File: src/rtl/qw_pkg.sv
// Shared constants and command codes for the wiper register SPI slave.
// Assumes a frame of command, address and data fields, in that order from the MSB.
package qw_pkg;
    localparam int CMD_W   = 4;
    localparam int ADDR_W  = 4;
    localparam int DATA_W  = 8;
    localparam int FRAME_W = CMD_W + ADDR_W + DATA_W;

    typedef enum logic [CMD_W-1:0] {
        CMD_NOP   = 4'h0,
        CMD_WRITE = 4'h1,
        CMD_READ  = 4'h3
    } qw_cmd_e;

    localparam logic [ADDR_W-1:0] ADDR_ALL = 4'h8;
    localparam logic [DATA_W-1:0] WIPER_MID = 8'h80;
endpackage

File: src/rtl/qw_sync.sv
// Two-flop synchroniser bank for asynchronous serial pins.
// Assumes each pin level is held for at least two system clocks.
module qw_sync #(
    parameter int          W       = 3,
    parameter logic [W-1:0] RST_VAL = '0
) (
    input  logic         clk,
    input  logic         rst_n,
    input  logic [W-1:0] d_async,
    output logic [W-1:0] d_sync
);
    logic [W-1:0] meta_q;
    logic [W-1:0] sync_q;

    // Two register stages per pin against metastability.
    always_ff @(posedge clk) begin
        if (!rst_n) begin
            meta_q <= RST_VAL;
            sync_q <= RST_VAL;
        end else begin
            meta_q <= d_async;
            sync_q <= meta_q;
        end
    end

    assign d_sync = sync_q;
endmodule

File: src/rtl/qw_frame.sv
// Edge detection and frame assembly in the system clock domain.
// Shifts SDI in on serial-clock falls while select is low, counts the falls,
// and issues a one-cycle commit pulse with the word on select rise when the
// count is exactly FRAME_W. Assumes select and clock edges never coincide.
module qw_frame
    import qw_pkg::*;
#(
    parameter int FW = FRAME_W
) (
    input  logic          clk,
    input  logic          rst_n,
    input  logic          cs_s,
    input  logic          sclk_s,
    input  logic          sdi_s,
    output logic          cs_fall,
    output logic          cs_rise,
    output logic          shift_ok,
    output logic          commit,
    output logic [FW-1:0] frame_word
);
    localparam int CNT_W = $clog2(FW + 2);
    localparam logic [CNT_W-1:0] CNT_MAX  = CNT_W'(FW + 1);
    localparam logic [CNT_W-1:0] CNT_GOOD = CNT_W'(FW);

    logic             cs_d;
    logic             sclk_d;
    logic [FW-1:0]    rx_q;
    logic [CNT_W-1:0] cnt_q;
    logic             sclk_fall;

    // Previous synchronised levels, for edge detection.
    always_ff @(posedge clk) begin
        if (!rst_n) begin
            cs_d   <= 1'b1;
            sclk_d <= 1'b0;
        end else begin
            cs_d   <= cs_s;
            sclk_d <= sclk_s;
        end
    end

    assign cs_fall   = cs_d & ~cs_s;
    assign cs_rise   = ~cs_d & cs_s;
    assign sclk_fall = sclk_d & ~sclk_s & ~cs_s;
    // A rise only launches a new bit once the frame has sampled one.
    assign shift_ok  = ~sclk_d & sclk_s & ~cs_s & (cnt_q != '0);

    // Receive shift register and saturating fall counter.
    always_ff @(posedge clk) begin
        if (!rst_n) begin
            rx_q  <= '0;
            cnt_q <= '0;
        end else if (cs_fall) begin
            rx_q  <= '0;
            cnt_q <= '0;
        end else if (sclk_fall) begin
            rx_q  <= {rx_q[FW-2:0], sdi_s};
            if (cnt_q != CNT_MAX) cnt_q <= cnt_q + 1'b1;
        end
    end

    // Commit pulse and held word, issued one cycle after select rise.
    always_ff @(posedge clk) begin
        if (!rst_n) begin
            commit     <= 1'b0;
            frame_word <= '0;
        end else begin
            commit <= cs_rise && (cnt_q == CNT_GOOD);
            if (cs_rise) frame_word <= rx_q;
        end
    end
endmodule

File: src/rtl/qw_bank.sv
// Wiper register bank and echo word.
// Decodes a committed frame: writes one or all wipers, and builds the word to
// be echoed in the next frame (readback replaces the data byte).
module qw_bank
    import qw_pkg::*;
#(
    parameter int NCH = 4,
    parameter int DW  = DATA_W,
    parameter int FW  = FRAME_W
) (
    input  logic                    clk,
    input  logic                    rst_n,
    input  logic                    commit,
    input  logic [FW-1:0]           frame_word,
    output logic [NCH-1:0][DW-1:0]  wipers,
    output logic [FW-1:0]           echo
);
    localparam int SEL_W = (NCH > 1) ? $clog2(NCH) : 1;

    logic [CMD_W-1:0]  cmd;
    logic [ADDR_W-1:0] addr;
    logic [DW-1:0]     data;
    logic              addr_in_range;
    logic [DW-1:0]     read_val;

    assign cmd  = frame_word[FW-1 -: CMD_W];
    assign addr = frame_word[DW +: ADDR_W];
    assign data = frame_word[DW-1:0];
    assign addr_in_range = (int'(addr) < NCH);

    // One register per channel, loaded on a matching write.
    genvar ch;
    generate
        for (ch = 0; ch < NCH; ch++) begin : g_wiper
            logic hit;
            assign hit = commit && (cmd == CMD_WRITE) &&
                         ((addr == ADDR_W'(ch)) || (addr == ADDR_ALL));
            // Per-channel wiper storage.
            always_ff @(posedge clk) begin
                if (!rst_n)   wipers[ch] <= WIPER_MID;
                else if (hit) wipers[ch] <= data;
            end
        end
    endgenerate

    // Readback multiplexer over the current wiper values.
    always_comb begin
        read_val = '0;
        for (int i = 0; i < NCH; i++)
            if (addr[SEL_W-1:0] == SEL_W'(i)) read_val = wipers[i];
    end

    // Echo word held for the next frame.
    always_ff @(posedge clk) begin
        if (!rst_n) begin
            echo <= '0;
        end else if (commit) begin
            if ((cmd == CMD_READ) && addr_in_range)
                echo <= {frame_word[FW-1:DW], read_val};
            else
                echo <= frame_word;
        end
    end
endmodule

File: src/rtl/qw_sdo.sv
// Serial output shifter with open-drain enable.
// Loads the echo word at select fall, advances on gated rising edges, and
// releases the pin on select rise.
module qw_sdo
    import qw_pkg::*;
#(
    parameter int FW = FRAME_W
) (
    input  logic          clk,
    input  logic          rst_n,
    input  logic          cs_fall,
    input  logic          cs_rise,
    input  logic          shift_ok,
    input  logic [FW-1:0] echo,
    output logic          sdo_q,
    output logic          sdo_en
);
    logic [FW-1:0] tx_q;

    // Transmit shift register and drive-enable flag.
    always_ff @(posedge clk) begin
        if (!rst_n) begin
            tx_q   <= '0;
            sdo_en <= 1'b0;
        end else if (cs_fall) begin
            tx_q   <= echo;
            sdo_en <= 1'b1;
        end else if (cs_rise) begin
            sdo_en <= 1'b0;
        end else if (shift_ok) begin
            tx_q <= {tx_q[FW-2:0], 1'b0};
        end
    end

    assign sdo_q = tx_q[FW-1];
endmodule

File: src/rtl/quad_wiper_spi.sv
// Top level of the four-channel wiper register SPI slave.
// Assumes clk runs at least four times the serial clock rate; all pins are
// asynchronous to clk and pass through the synchroniser bank.
module quad_wiper_spi
    import qw_pkg::*;
#(
    parameter int NCH = 4,
    parameter int DW  = DATA_W
) (
    input  logic                   clk,
    input  logic                   rst_n,
    input  logic                   sync_n,
    input  logic                   sclk,
    input  logic                   sdi,
    output logic                   sdo_q,
    output logic                   sdo_en,
    output logic [NCH-1:0][DW-1:0] wipers
);
    localparam int FW = CMD_W + ADDR_W + DW;

    logic          cs_s, sclk_s, sdi_s;
    logic          cs_fall, cs_rise, shift_ok, commit;
    logic [FW-1:0] frame_word;
    logic [FW-1:0] echo;

    qw_sync #(.W(3), .RST_VAL(3'b100)) u_sync (
        .clk     (clk),
        .rst_n   (rst_n),
        .d_async ({sync_n, sclk, sdi}),
        .d_sync  ({cs_s, sclk_s, sdi_s})
    );

    qw_frame #(.FW(FW)) u_frame (
        .clk        (clk),
        .rst_n      (rst_n),
        .cs_s       (cs_s),
        .sclk_s     (sclk_s),
        .sdi_s      (sdi_s),
        .cs_fall    (cs_fall),
        .cs_rise    (cs_rise),
        .shift_ok   (shift_ok),
        .commit     (commit),
        .frame_word (frame_word)
    );

    qw_bank #(.NCH(NCH), .DW(DW), .FW(FW)) u_bank (
        .clk        (clk),
        .rst_n      (rst_n),
        .commit     (commit),
        .frame_word (frame_word),
        .wipers     (wipers),
        .echo       (echo)
    );

    qw_sdo #(.FW(FW)) u_sdo (
        .clk      (clk),
        .rst_n    (rst_n),
        .cs_fall  (cs_fall),
        .cs_rise  (cs_rise),
        .shift_ok (shift_ok),
        .echo     (echo),
        .sdo_q    (sdo_q),
        .sdo_en   (sdo_en)
    );
endmodule

File: config.mk
export PLATFORM = sky130hd
export DESIGN_NAME = quad_wiper_spi
export DESIGN_NICKNAME = d
export VERILOG_FILES = /design/src/rtl/qw_pkg.sv /design/src/rtl/qw_sync.sv /design/src/rtl/qw_frame.sv /design/src/rtl/qw_bank.sv /design/src/rtl/qw_sdo.sv /design/src/rtl/quad_wiper_spi.sv
export SDC_FILE = /design/constraint.sdc
export NUM_CORES = 1
export LEC_CHECK = 0
export BUFFER_PORTS_ARGS = -buffer_cell sky130_fd_sc_hd__buf_2
export CORE_MARGIN = 1.5
export CORE_UTILIZATION = 60
export DETAILED_ROUTE_END_ITERATION = 10
export PLACE_DENSITY = 0.8
export RECOVER_POWER = 25
export SLEW_MARGIN = 5
export SYNTH_ARGS = -nofsm -noshare
export SYNTH_HDL_FRONTEND = slang
export SYNTH_SLANG_ARGS = --single-unit
File: constraint.sdc
create_clock -name clk -period 3.1 [get_ports clk]
set_input_delay 0.155 -clock clk [delete_from_list [all_inputs] [get_ports clk]]
set_output_delay 0.155 -clock clk [all_outputs]
set_load 0.01 [all_outputs]
==> results.json <==
{
  "status": "finished with violations",
  "failed_checks": "capacitance limit, slew limit",
  "clkTransAtPathRegs_ps": 100,
  "timing.critical_path.from": "u_frame.cnt_q[0]",
  "grt_usage": 0.247,
  "synth_ff_type": "dfxtp_1",
  "dr.first_iter.drc_count": 231,
  "use_met3": 0.0456,
  "synth_cell_types": 37,
  "io_pins": 39,
  "synth_edf_count": 0,
  "cts.path.max_buffers": 2,
  "rows": 32,
  "stdcell_area_sq_mm": 0.00518,
  "drt_first_pass_iters": 6,
  "ys_ff_latch": 111,
  "skew_ps": 8.38,
  "syn_avg_cell_area_sq_um": 9.75,
  "synth_cells": 490,
  "crit_fanout": 15,
  "yosysSeqAreaShare": 0.465,
  "min-delay-start": "u_sync.meta_q[2]",
  "min_period_ps": 2450,
  "worstSetupPathType": "flip-flop to flip-flop",
  "slew-limit-headroom": -0.00546,
  "period_share": 0.791,
  "syn_to_final_growth_pct": 8.41,
  "dp_hpwl_um": 6640,
  "setup_ws_ps": 648,
  "cts.root.buffer_cell": "clkbuf_8",
  "finalSetupViolations": 0,
  "dpl-instance-area_sq_mm": 0.00500,
  "post_cts_buffers": 0,
  "worstSetupEndpointType": "flip-flop",
  "timing.rr.end": "u_sdo.tx_q[4]",
  "hold_viol_final": 0,
  "reg2reg_depth": 5,
  "synth_area_leaders": "dfxtp_1, mux2i_1, nand2_1, nor2b_1, mux4_2",
  "ant_nets": 0,
  "rsz0062_at_grt": "false",
  "arrival_ps": 2760,
  "path_cells": "inv_1 > ha_1 > or4b_2 > a21oi_2 > mux2i_1",
  "crit_buf_inv": 1,
  "synthMuxAreaShare": 0.207,
  "holdWs_ps": 419,
  "yosysMostFrequentCell": "dfxtp_1",
  "power-per-cell-area_mw_per_mm2": 445,
  "antenna_found_initial": 0,
  "ff2ff_setup_slack_ps": 650,
  "cp_slowest_cell": "a21oi_2",
  "hold_path_end": "u_sync.d_sync[2]",
  "grt_pass1_wl_um": 16500,
  "grt.met2_usage": 0.387,
  "place_worst_setup_slack_ps": 625,
  "die_w_um": 92.2,
  "wl_per_cell_um": 15.9,
  "ys_async_sr_fraction": 0,
  "fillers": 639,
  "grt_use_met1": 0.345,
  "hold_depth": 1,
  "synth_nets": 501,
  "maxCapViolCount": 1,
  "synth-adder-area-share": 0.0157,
  "drive_gt1_frac": 0.130,
  "yosys.area.top_type_share": 0.465,
  "htreeDepth": 3,
  "p_leak_uw": 0.00178,
  "vias": 3544,
  "place_congestion": 0.796,
  "worstMarginPinSlew_ps": 1510,
  "cts_resized": 0,
  "dieArea_sq_mm": 0.00851,
  "grt_max_degree": 80,
  "fmax_mhz": 408,
  "synth_compound_area_frac": 0.0807,
  "synth_xor_area_frac": 0.00367,
  "drcViolationCount": 0,
  "critPathMaxStageDelay_ps": 820,
  "initial_core_util": 0.618,
  "diodes": 0,
  "total_power_uw": 2300,
  "port_buffers": 38,
  "start_kind": "flip-flop",
  "syn_area_sq_mm": 0.00478,
  "insertion_delay_ps": 380,
  "post_drt_via_cell_ratio": 5.73,
  "required_ps": 3400,
  "coreArea_sq_mm": 0.00773,
  "r2r_start": "u_frame.cnt_q[0]",
  "synth_warnings": 0,
  "overflow": 0,
  "cts_tree": "done",
  "final_max_slew_viol_count": 37,
  "synth_top_family_by_area": "multiplexers",
  "cts_buffers": 9,
  "wl_um": 9840,
  "synth-simple-area-share": 0.192,
  "tns_ps": 0,
  "gr-max-usage-layer": "met2",
  "grt_pass1_vias": 3369,
  "synth_common_cells": "dfxtp_1, nand2_1, mux2i_1",
  "worstHoldPathType": "flip-flop to flip-flop",
  "crit_family": "compound AO/OA/AOI/OAI gates",
  "ir_worst_vdd_v": 0.000293,
  "cts.sink_count": 111,
  "synth_area_leader_cell": "dfxtp_1",
  "nNetsFinal": 523,
  "die_y_um": 92.2
}
==> metrics by stage <==
step / instances / util
2_1_floorplan: 490 / -
3_3_place_gp: 600 / 0.647
3_5_place_dp: 600 / 0.647
4_1_cts: 619 / 0.674
5_1_grt: 619 / 0.670
6_report: 619 / 0.670
==> power by group <==
group / internal (uW) / switching, uW
logic: 27.4 / 40.7
registers: 1430 / 2.72
clock network: 300 / 502
total: 1760 / 545
==> how the worst max path moves through the flow <==
stage | end | slack [ps] | cells after the start
finish | u_sdo.tx_q[4] | 650 | 5
CTS | u_sdo.tx_q[4] | 590 | 5
floorplan | u_sdo.tx_q[10] | 1160 | 6
global route | u_sdo.tx_q[8] | 480 | 5
global placement | u_sdo.tx_q[4] | 740 | 5
detailed placement | u_sdo.tx_q[4] | 620 | 5
==> flip-flops by register name, indices dropped and copies added, names as in the netlist <==
| name | cells |
|---|---|
| u_bank.echo | 16 |
| u_bank.wipers | 32 |
| u_frame.cnt_q | 5 |
| u_frame.commit | 1 |
| u_frame.cs_d | 1 |
| u_frame.frame_word | 16 |
| u_frame.rx_q | 16 |
| u_frame.sclk_d | 1 |
| u_sdo.sdo_en | 1 |
| u_sdo.tx_q | 16 |
| u_sync.d_sync | 3 |
| u_sync.meta_q | 3 |
==> what timing repair did <==
action | 4_1_cts | 5_1_grt
endpoints found under the setup margin | 0 | 0
hold buffers | 3 | 0
endpoints found under the hold margin | 3 | 0
==> per-layer routing <==
metal | up-vias | wire length (um)
li1 | 1733 | -
met1 | 1727 | 4600
met2 | 73 | 4650
met3 | 11 | 489
met4 | 0 | 102
met5 | - | 0
==> kinds of logic after synthesis <==
family | count (synthesis)
compound gates | 68
xor+xnor | 2
fa+ha+maj | 6
simple gates | 175
mux | 87
buf+inv | 41
flops | 111
==> cell type report <==
type | count | area, sq um | share of cell area
clock buffers | 9 | 124 | 0.0239
clock inverters | 7 | 56.3 | 0.0109
inverters | 5 | 18.8 | 0.00362
multi-input cells | 338 | 2380 | 0.460
flip-flops and latches | 111 | 2220 | 0.429
well taps | 102 | 128 | 0.0246
repair buffers | 47 | 246 | 0.0476
==> worst register-to-register path, cell delays in order, from the launching register on <==
cell	delay [ps]
dfxtp_1	370
inv_1	70
ha_1	160
or4b_2	640
a21oi_2	820
mux2i_1	310
==> layout by cell type (no fill, tap or decap), drive strengths merged <==
cell type	synthesis	routed
a211o	1	1
a211oi	1	1
a21boi	7	7
a21oi	21	21
a31oi	8	8
and2	6	6
buf	4	19
clkbuf	32	34
clkinv	0	2
clkinvlp	0	3
dfxtp	111	111
dlygate4sd3	0	3
ha	6	6
inv	5	7
mux2	15	15
mux2i	64	64
mux4	8	8
nand2	94	94
nand2b	5	5
nand3	19	19
nand3b	1	1
nand4bb	1	1
nor2b	32	32
nor3b	1	1
nor4	2	2
nor4b	4	4
nor4bb	1	1
o211ai	1	1
o21a	1	1
o21ai	27	27
o31ai	1	1
or3	4	4
or3b	2	2
or4b	3	3
xnor2	2	2
Power figures use the tool's default switching activity.
